## src/rtl/mfc_pkg.sv

```systemverilog
package mfc_pkg;

  typedef enum logic [1:0] {
    ACC_FETCH = 2'd0,
    ACC_LOAD  = 2'd1,
    ACC_STORE = 2'd2,
    ACC_RSVD  = 2'd3
  } acc_e;

  localparam int CODE_W = 5;

  localparam logic [CODE_W-1:0] CODE_NONE     = 5'd0;
  localparam logic [CODE_W-1:0] CODE_ADDR_LD  = 5'd4;
  localparam logic [CODE_W-1:0] CODE_ADDR_ST  = 5'd5;
  localparam logic [CODE_W-1:0] CODE_BUS_INST = 5'd6;
  localparam logic [CODE_W-1:0] CODE_BUS_DATA = 5'd7;

  typedef struct packed {
    logic              valid;
    logic [CODE_W-1:0] code;
    logic              fetch_na;
    logic              capture;
  } fault_t;

endpackage

```

## src/rtl/mfc_rst_sync.sv

```systemverilog
module mfc_rst_sync #(
  parameter int STAGES = 2
) (
  input  logic clk,
  input  logic rst_n,
  output logic rst_sync_n
);
  logic [STAGES-1:0] chain_q;
  logic [STAGES-1:0] chain_d;

  always_comb begin
    chain_d = {chain_q[STAGES-2:0], 1'b1};
  end

  always_ff @(posedge clk or negedge rst_n) begin
    if (!rst_n) chain_q <= '0;
    else        chain_q <= chain_d;
  end

  assign rst_sync_n = chain_q[STAGES-1];
endmodule

```

## src/rtl/mfc_decode.sv

```systemverilog
module mfc_decode
  import mfc_pkg::*;
(
  input  logic [1:0] acc_type,
  input  logic       misalign,
  input  logic       bus_err,
  input  logic       debug_mode,
  input  logic       suppress_dbe,
  output fault_t     fault
);
  acc_e acc;
  logic is_fetch;
  logic is_store;
  logic addr_fault;
  logic bus_fault;

  always_comb begin
    acc        = acc_e'(acc_type);
    is_fetch   = (acc == ACC_FETCH);
    is_store   = (acc == ACC_STORE);
    addr_fault = misalign;
    bus_fault  = bus_err && (is_fetch || !suppress_dbe);
  end

  always_comb begin
    fault = '0;
    if (addr_fault) begin
      fault.valid    = 1'b1;
      fault.code     = is_store ? CODE_ADDR_ST : CODE_ADDR_LD;
      fault.fetch_na = is_fetch;
      fault.capture  = !debug_mode;
    end else if (bus_fault) begin
      fault.valid = 1'b1;
      fault.code  = is_fetch ? CODE_BUS_INST : CODE_BUS_DATA;
    end
  end

  always_comb begin
    if (fault.fetch_na) assert (fault.valid && fault.code == CODE_ADDR_LD)
      else $error("a_r4_flag_with_addr_code");
  end
endmodule

```

## src/rtl/mfc_exc_reg.sv

```systemverilog
module mfc_exc_reg
  import mfc_pkg::*;
(
  input  logic              clk,
  input  logic              rst_n,
  input  fault_t            fault,
  output logic              exc_valid,
  output logic [CODE_W-1:0] exc_code,
  output logic              exc_fetch_na
);
  logic              valid_d, valid_q;
  logic [CODE_W-1:0] code_d,  code_q;
  logic              na_d,    na_q;

  always_comb begin
    valid_d = fault.valid;
    code_d  = fault.valid ? fault.code : CODE_NONE;
    na_d    = fault.valid && fault.fetch_na;
  end

  always_ff @(posedge clk or negedge rst_n) begin
    if (!rst_n) begin
      valid_q <= 1'b0;
      code_q  <= CODE_NONE;
      na_q    <= 1'b0;
    end else begin
      valid_q <= valid_d;
      code_q  <= code_d;
      na_q    <= na_d;
    end
  end

  assign exc_valid    = valid_q;
  assign exc_code     = code_q;
  assign exc_fetch_na = na_q;

  a_r9_code_zero_when_idle: assert property (@(posedge clk) disable iff (!rst_n)
    !exc_valid |-> exc_code == CODE_NONE && !exc_fetch_na);
endmodule

```

## src/rtl/mfc_badaddr.sv

```systemverilog
module mfc_badaddr #(
  parameter int ADDR_W = 32
) (
  input  logic              clk,
  input  logic              rst_n,
  input  logic              capture,
  input  logic [ADDR_W-1:0] addr,
  output logic [ADDR_W-1:0] badaddr,
  output logic              badaddr_we
);
  logic              en;
  logic [ADDR_W-1:0] addr_d, addr_q;
  logic              we_d,   we_q;

  always_comb begin
    en     = capture;
    addr_d = addr;
    we_d   = capture;
  end

  always_ff @(posedge clk or negedge rst_n) begin
    if (!rst_n)  addr_q <= '0;
    else if (en) addr_q <= addr_d;
  end

  always_ff @(posedge clk or negedge rst_n) begin
    if (!rst_n) we_q <= 1'b0;
    else        we_q <= we_d;
  end

  assign badaddr    = addr_q;
  assign badaddr_we = we_q;

  a_r5_capture_addr: assert property (@(posedge clk) disable iff (!rst_n)
    capture |=> badaddr == $past(addr) && badaddr_we);
  a_r5_hold_addr: assert property (@(posedge clk) disable iff (!rst_n)
    !capture |=> $stable(badaddr) && !badaddr_we);
endmodule

```

## src/rtl/mfc_fault_classifier.sv

```systemverilog
module mfc_fault_classifier
  import mfc_pkg::*;
#(
  parameter int ADDR_W     = 32,
  parameter int SYNC_DEPTH = 2
) (
  input  logic              clk,
  input  logic              rst_n,
  input  logic [1:0]        acc_type,
  input  logic [ADDR_W-1:0] fault_addr,
  input  logic              misalign,
  input  logic              bus_err,
  input  logic              debug_mode,
  input  logic              suppress_dbe,
  output logic              exc_valid,
  output logic [CODE_W-1:0] exc_code,
  output logic              exc_fetch_na,
  output logic [ADDR_W-1:0] badaddr,
  output logic              badaddr_we
);
  logic   rst_i_n;
  fault_t fault;

  mfc_rst_sync #(.STAGES(SYNC_DEPTH)) u_rst (
    .clk        (clk),
    .rst_n      (rst_n),
    .rst_sync_n (rst_i_n)
  );

  mfc_decode u_dec (
    .acc_type     (acc_type),
    .misalign     (misalign),
    .bus_err      (bus_err),
    .debug_mode   (debug_mode),
    .suppress_dbe (suppress_dbe),
    .fault        (fault)
  );

  mfc_exc_reg u_exc (
    .clk          (clk),
    .rst_n        (rst_i_n),
    .fault        (fault),
    .exc_valid    (exc_valid),
    .exc_code     (exc_code),
    .exc_fetch_na (exc_fetch_na)
  );

  mfc_badaddr #(.ADDR_W(ADDR_W)) u_bad (
    .clk        (clk),
    .rst_n      (rst_i_n),
    .capture    (fault.capture),
    .addr       (fault_addr),
    .badaddr    (badaddr),
    .badaddr_we (badaddr_we)
  );

  a_r2_store_addr_code: assert property (@(posedge clk) disable iff (!rst_i_n)
    (misalign && acc_type == 2'd2) |=> exc_valid && exc_code == CODE_ADDR_ST);
  a_r3_load_addr_code: assert property (@(posedge clk) disable iff (!rst_i_n)
    (misalign && acc_type != 2'd2) |=> exc_valid && exc_code == CODE_ADDR_LD);
  a_r4_fetch_flag: assert property (@(posedge clk) disable iff (!rst_i_n)
    misalign |=> exc_fetch_na == ($past(acc_type) == 2'd0));
  a_r6_fetch_bus_code: assert property (@(posedge clk) disable iff (!rst_i_n)
    (bus_err && !misalign && acc_type == 2'd0) |=> exc_valid && exc_code == CODE_BUS_INST);
  a_r7_data_bus_masked: assert property (@(posedge clk) disable iff (!rst_i_n)
    (bus_err && !misalign && acc_type != 2'd0 && suppress_dbe) |=> !exc_valid);
  a_r8_debug_blocks_capture: assert property (@(posedge clk) disable iff (!rst_i_n)
    debug_mode |=> !badaddr_we);
  a_r9_no_fault_no_pulse: assert property (@(posedge clk) disable iff (!rst_i_n)
    (!misalign && !bus_err) |=> !exc_valid);
endmodule

```

## config.mk

```make
export PLATFORM = sky130hd
export DESIGN_NAME = mfc_fault_classifier
export DESIGN_NICKNAME = d
export VERILOG_FILES = /design/src/rtl/mfc_pkg.sv /design/src/rtl/mfc_rst_sync.sv /design/src/rtl/mfc_decode.sv /design/src/rtl/mfc_exc_reg.sv /design/src/rtl/mfc_badaddr.sv /design/src/rtl/mfc_fault_classifier.sv
export SDC_FILE = /design/constraint.sdc
export NUM_CORES = 1
export LEC_CHECK = 0
export CAP_MARGIN = 20
export CELL_PAD_IN_SITES_DETAIL_PLACEMENT = 2
export CELL_PAD_IN_SITES_GLOBAL_PLACEMENT = 2
export CORE_MARGIN = 8
export CORE_UTILIZATION = 23
export CTS_CLUSTER_SIZE = 30
export DETAILED_ROUTE_END_ITERATION = 8
export GPL_TIMING_DRIVEN = 1
export PLACE_DENSITY = 0.79
export SETUP_SLACK_MARGIN = 0.05
export SLEW_MARGIN = 25
export SYNTH_ARGS = -nofsm -noshare
export SYNTH_HDL_FRONTEND = slang
export SYNTH_SLANG_ARGS = --single-unit
```

## constraint.sdc

```tcl
create_clock -name clk -period 1.19 [get_ports clk]
set_input_delay 0.238 -clock clk [delete_from_list [all_inputs] [get_ports clk]]
set_output_delay 0.238 -clock clk [all_outputs]
set_load 0.01 [all_outputs]
```

Word-level counts from Yosys, hierarchy flattened:

Index checks and enable logic that the tools add are counted.

* register bits after elaboration: 42
* latch bits: 0
* RAM bits: 0
* memory bits (read-only): 0
* bits of input ports: 40
* output and inout port bits: 40
* word-level logic and storage cells: 19
* memories kept: 0

* add/subtract/negate cells: 0
* multiply operators: 0
* div/mod/pow operators: 0
* magnitude comparators: 0
* equality and inequality tests: 1
* shifts and indexed selects: 0
* multiplexer cells: 6
* bitwise gates (word level): 0
* reduce and logical (&&, ||, !) cells: 6

Operators by type and width (number)
* 2-to-1 mux 6 bit: 2
* 2-to-1 mux 5 bit: 1
* == test 2 bit (second input constant): 1
* logical AND 1 bit: 2
* zero test 1 bit: 2
* zero test 2 bit: 1
* 2-to-1 mux 1 bit: 2
* 2-to-1 mux 2 bit: 1
* logical OR 1 bit: 1

Longest topological paths before layout:

* depth in word-level cells: 6
* depth in mapped cells: 4
* mapped depth without buffers: 2

Modules after synthesis:

Synthesis repeated with hierarchy kept, for this count alone.

* cells, all modules: 98
* area, all modules: 1724.2 sq um

Modules (own cells, without submodules)
* mfc_badaddr: times used 1, cells each 69, area an instance 1370.1 sq um, sequential area each 825.8 sq um
* mfc_exc_reg: times used 1, cells each 13, area an instance 212.7 sq um, sequential area each 175.2 sq um
* mfc_decode: times used 1, cells each 13, area an instance 87.6 sq um, sequential area each 0.0 sq um
* mfc_rst_sync: times used 1, cells each 3, area an instance 53.8 sq um, sequential area each 50.0 sq um

Worst setup path before layout:

Ideal clock, no wire load.

* kind: input to register
* start point: in misalign
* end point: reg u_bad.addr_q[0] (netlist: u_bad.badaddr[0])
* library setup time: 125 ps
* arrival: 917 ps
* data required time: 1065 ps
* setup slack: 148 ps
* stages: 4
* buffers on the path: 2
* cells stage by stage: nor2b_4 buf_6 buf_12 mux2_4

* cells in the longest elaborated chain, start to end: 1

Ends and longest elaborated chain
* from (decl): line mfc_fault_classifier.sv:11 `input logic misalign,`
* 2-to-1 mux 2 bit: line mfc_decode.sv:27 `if (addr_fault) begin`
* to (signal assigned): line mfc_badaddr.sv:23 `else if (en) addr_q <= addr_d;`
* to (decl): line mfc_badaddr.sv:12 `logic [ADDR_W-1:0] addr_d, addr_q;`

No other way between the ends.
A chain may end at the register's enable or synchronous reset.

Final worst setup path:

* start point: reg u_bad.we_q (netlist: u_bad.badaddr_we)
* end point: out badaddr_we

RTL lines
* from (decl): line mfc_badaddr.sv:13 `logic we_d, we_q;`
* from (signal assigned): line mfc_badaddr.sv:28 `else we_q <= we_d;`
* to (decl): line mfc_fault_classifier.sv:19 `output logic badaddr_we`

No word-level cell between the ends.

==> metrics.yaml <==
overflow: 0
post-route-util_pct: 39.9
synthAdderAreaFrac_pct: 0
required_ps: 950
syn_area_per_cell_um2: 18.3
cpPeakStageDelay_ps: 370
layout_min_cycle_time_ps: 1110
cp_top_family: "flip-flops"
drv_slew: 0
syn_area_um2: 1610
cts_made_buffers: 5
placed_area_um2: 2490
r2r_slack_ps: 280
synthXorXnorAreaFrac_pct: 0
clock_sinks: 39
synth_top_family_by_area: "multiplexers"
setup-violations-final: 0
syn_inst: 88
final_area_um2: 2710
wl_um: 4930
yosysTopAreaCellShare_pct: 60.5
synth_top_area_cell: "dfrtp_1"
ios: 80
grt_first_pass_wirelength_um: 7920
p_per_area_nw_per_um2: 1350
grt_max_degree: 23
clk_pin_slew_ps: 80
slowest_stage: "dfrtp_1"
ant_nets: 0
ys_seq_elements: 39
crit_start: "u_bad.badaddr_we$_DFF_PN0_"
place_congestion: 0.678
drv_cap: 0
ys_top_cells_by_area: "dfrtp_1 61%, mux2_4 27%, buf_12 3.7%"
insertion_delay_ps: 290
dp.cells: 262
reg2reg_to: "u_bad.badaddr[17]$_DFFE_PN0P_"
hold_viol_final: 0
drive_gt1_share_pct: 57.4
area_growth_pct: 68.0
min-delay-path-class: "in2async"
synth_seq_area_share_pct: 60.5
num_antenna_cells: 0
drc: 0
synth.area.mux_share_pct: 29.1
max_freq_mhz: 897
htree_num_levels: 2
fin_ws_ps: 75.2
synth-compound-area-share_pct: 1.32
start_util_pct: 23.7
fin_skew_ps: 6.61
synthSimpleGateAreaFrac_pct: 2.79
peakVddDrop_mv: 0.494
grtUsageTotal_pct: 10.3
numPortBuffers: 77
cts_hold_buf: 0
viasPerCell: 3.82
status: "completed"
grt_pass1_vias: 1391
crit_chain: "clkdlybuf4s15_2"
fin_crit_sh_pct: 93.7
die_w_um: 99.7
synth_cell_type_count: 14
arrival_ps: 880
cts-root-buf: "clkbuf_8"
path_class: "reg2out"
rsz0062_at_grt: "false"
core_um2: 6790
wl_per_cell_um: 16.8
die_area_um2: 9950
cp_num_buf_inv: 1
r2r-start: "u_bad.badaddr[17]$_DFFE_PN0P_"
final_nets: 236
reg2regPathDepth: 2
drt_first_pass_iters: 2
start_kind: "flop"
synth_warnings: 0
end_kind: "output pin"
crit_fanout: 1
fin_cells: 293
finalSetupTns_ps: 0
drtIter0Drc: 15
p_leak_nw: 1.29
dpl.hpwl_um: 3440
die_h_um: 99.7
rows: 30
antenna_found_initial: 0
cts_max_path_buffers: 2
cts_tree: "built"
vias: 1120
place_ws_ps: -425
## per-layer routing
metal	routed length [um]	track usage [%]
met5	0	0
met3	261	3.21
met1	1940	11.2
met2	2720	18.8
met4	14	2.44
## how the worst max path moves through the flow
stage / endpoint / cells past startpoint / slack, ps
global route: u_bad.badaddr[16]$_DFFE_PN0P_ / 5 / 50
floorplan: u_bad.badaddr[0]$_DFFE_PN0P_ / 4 / 150
finish: badaddr_we / 1 / 80
detailed placement: u_bad.badaddr[19]$_DFFE_PN0P_ / 4 / -420
CTS: badaddr[28] / 1 / 30
global placement: u_bad.badaddr[21]$_DFFE_PN0P_ / 4 / -410
## layout make-up
| cell class | count | area [um^2] |
|---|---|---|
| timing repair buffer | 107 | 953 |
| clock inverter | 3 | 43.8 |
| multi-input combinational | 43 | 547 |
| clock buffer | 5 | 68.8 |
| fill | 696 | 4080 |
| sequential | 39 | 977 |
| tap | 96 | 120 |
## state kept, by name, summed over array words and instances (netlist names)
register and flops:
u_exc.exc_fetch_na 1, u_exc.exc_code 3, u_bad.badaddr 32, u_rst.chain_q 2
u_bad.badaddr_we 1
## synth_stat cells
| library cell | instances |
|---|---|
| buf_6 | 1 |
| nor3b_1 | 2 |
| buf_12 | 3 |
| a21o_1 | 1 |
| mux2_4 | 29 |
| and3b_2 | 1 |
| o22a_1 | 1 |
| mux2_2 | 3 |
| nor2b_1 | 1 |
| nor2b_4 | 1 |
| o21ai_0 | 1 |
| conb_1 | 2 |
| buf_4 | 3 |
| dfrtp_1 | 39 |
## stage by stage
step | total power (W) | hold WS [ps]
floorplan | 0.00203 | -57.6
global placement | 0.00257 | 215
detailed placement | 0.00259 | 223
CTS | 0.00375 | 94.2
global route | 0.00384 | 110
finish | 0.00367 | 112
## where the power goes
part	switching [W]	total, W	internal, W
clock	0.000487	0.00111	0.000625
combinational	0.000352	0.000970	0.000618
sequential	0.0000864	0.00158	0.00150
## cell families (layout without fill, tap and decap cells)
family | after synthesis | after routing
and+or+nand+nor | 5 | 5
DFF | 39 | 39
muxes | 32 | 32
buffers and inverters | 7 | 115
other | 2 | 3
AOI/OAI and AO/OA | 3 | 3
## cell usage in the layout, fill, tap and decap left out
master and count:
buf_4 21, mux2_4 29, conb_1 3, bufbuf_16 1, clkinv_2 1, clkbuf_8 5, a21o_1 1, o21ai_0 1
dfrtp_1 38, nor2b_4 1, buf_16 3, buf_12 4, dfrtp_2 1, nor3b_1 2, bufinv_16 1, buf_6 1
and3b_2 1, clkinv_4 1, clkdlybuf4s50_1 37, mux2_2 3, nor2b_1 1, buf_2 37, clkdlybuf4s15_2 3, o22a_1 1
## what timing repair did
action / 4_1_cts / 5_1_grt
gates resized for setup: 157 / 4
pin swaps: 0 / 0
cloned: 4 / 0
buffers inserted: 19 / 0
endpoints found under the setup margin: 70 / 11
(Power assumes the default switching activity.)
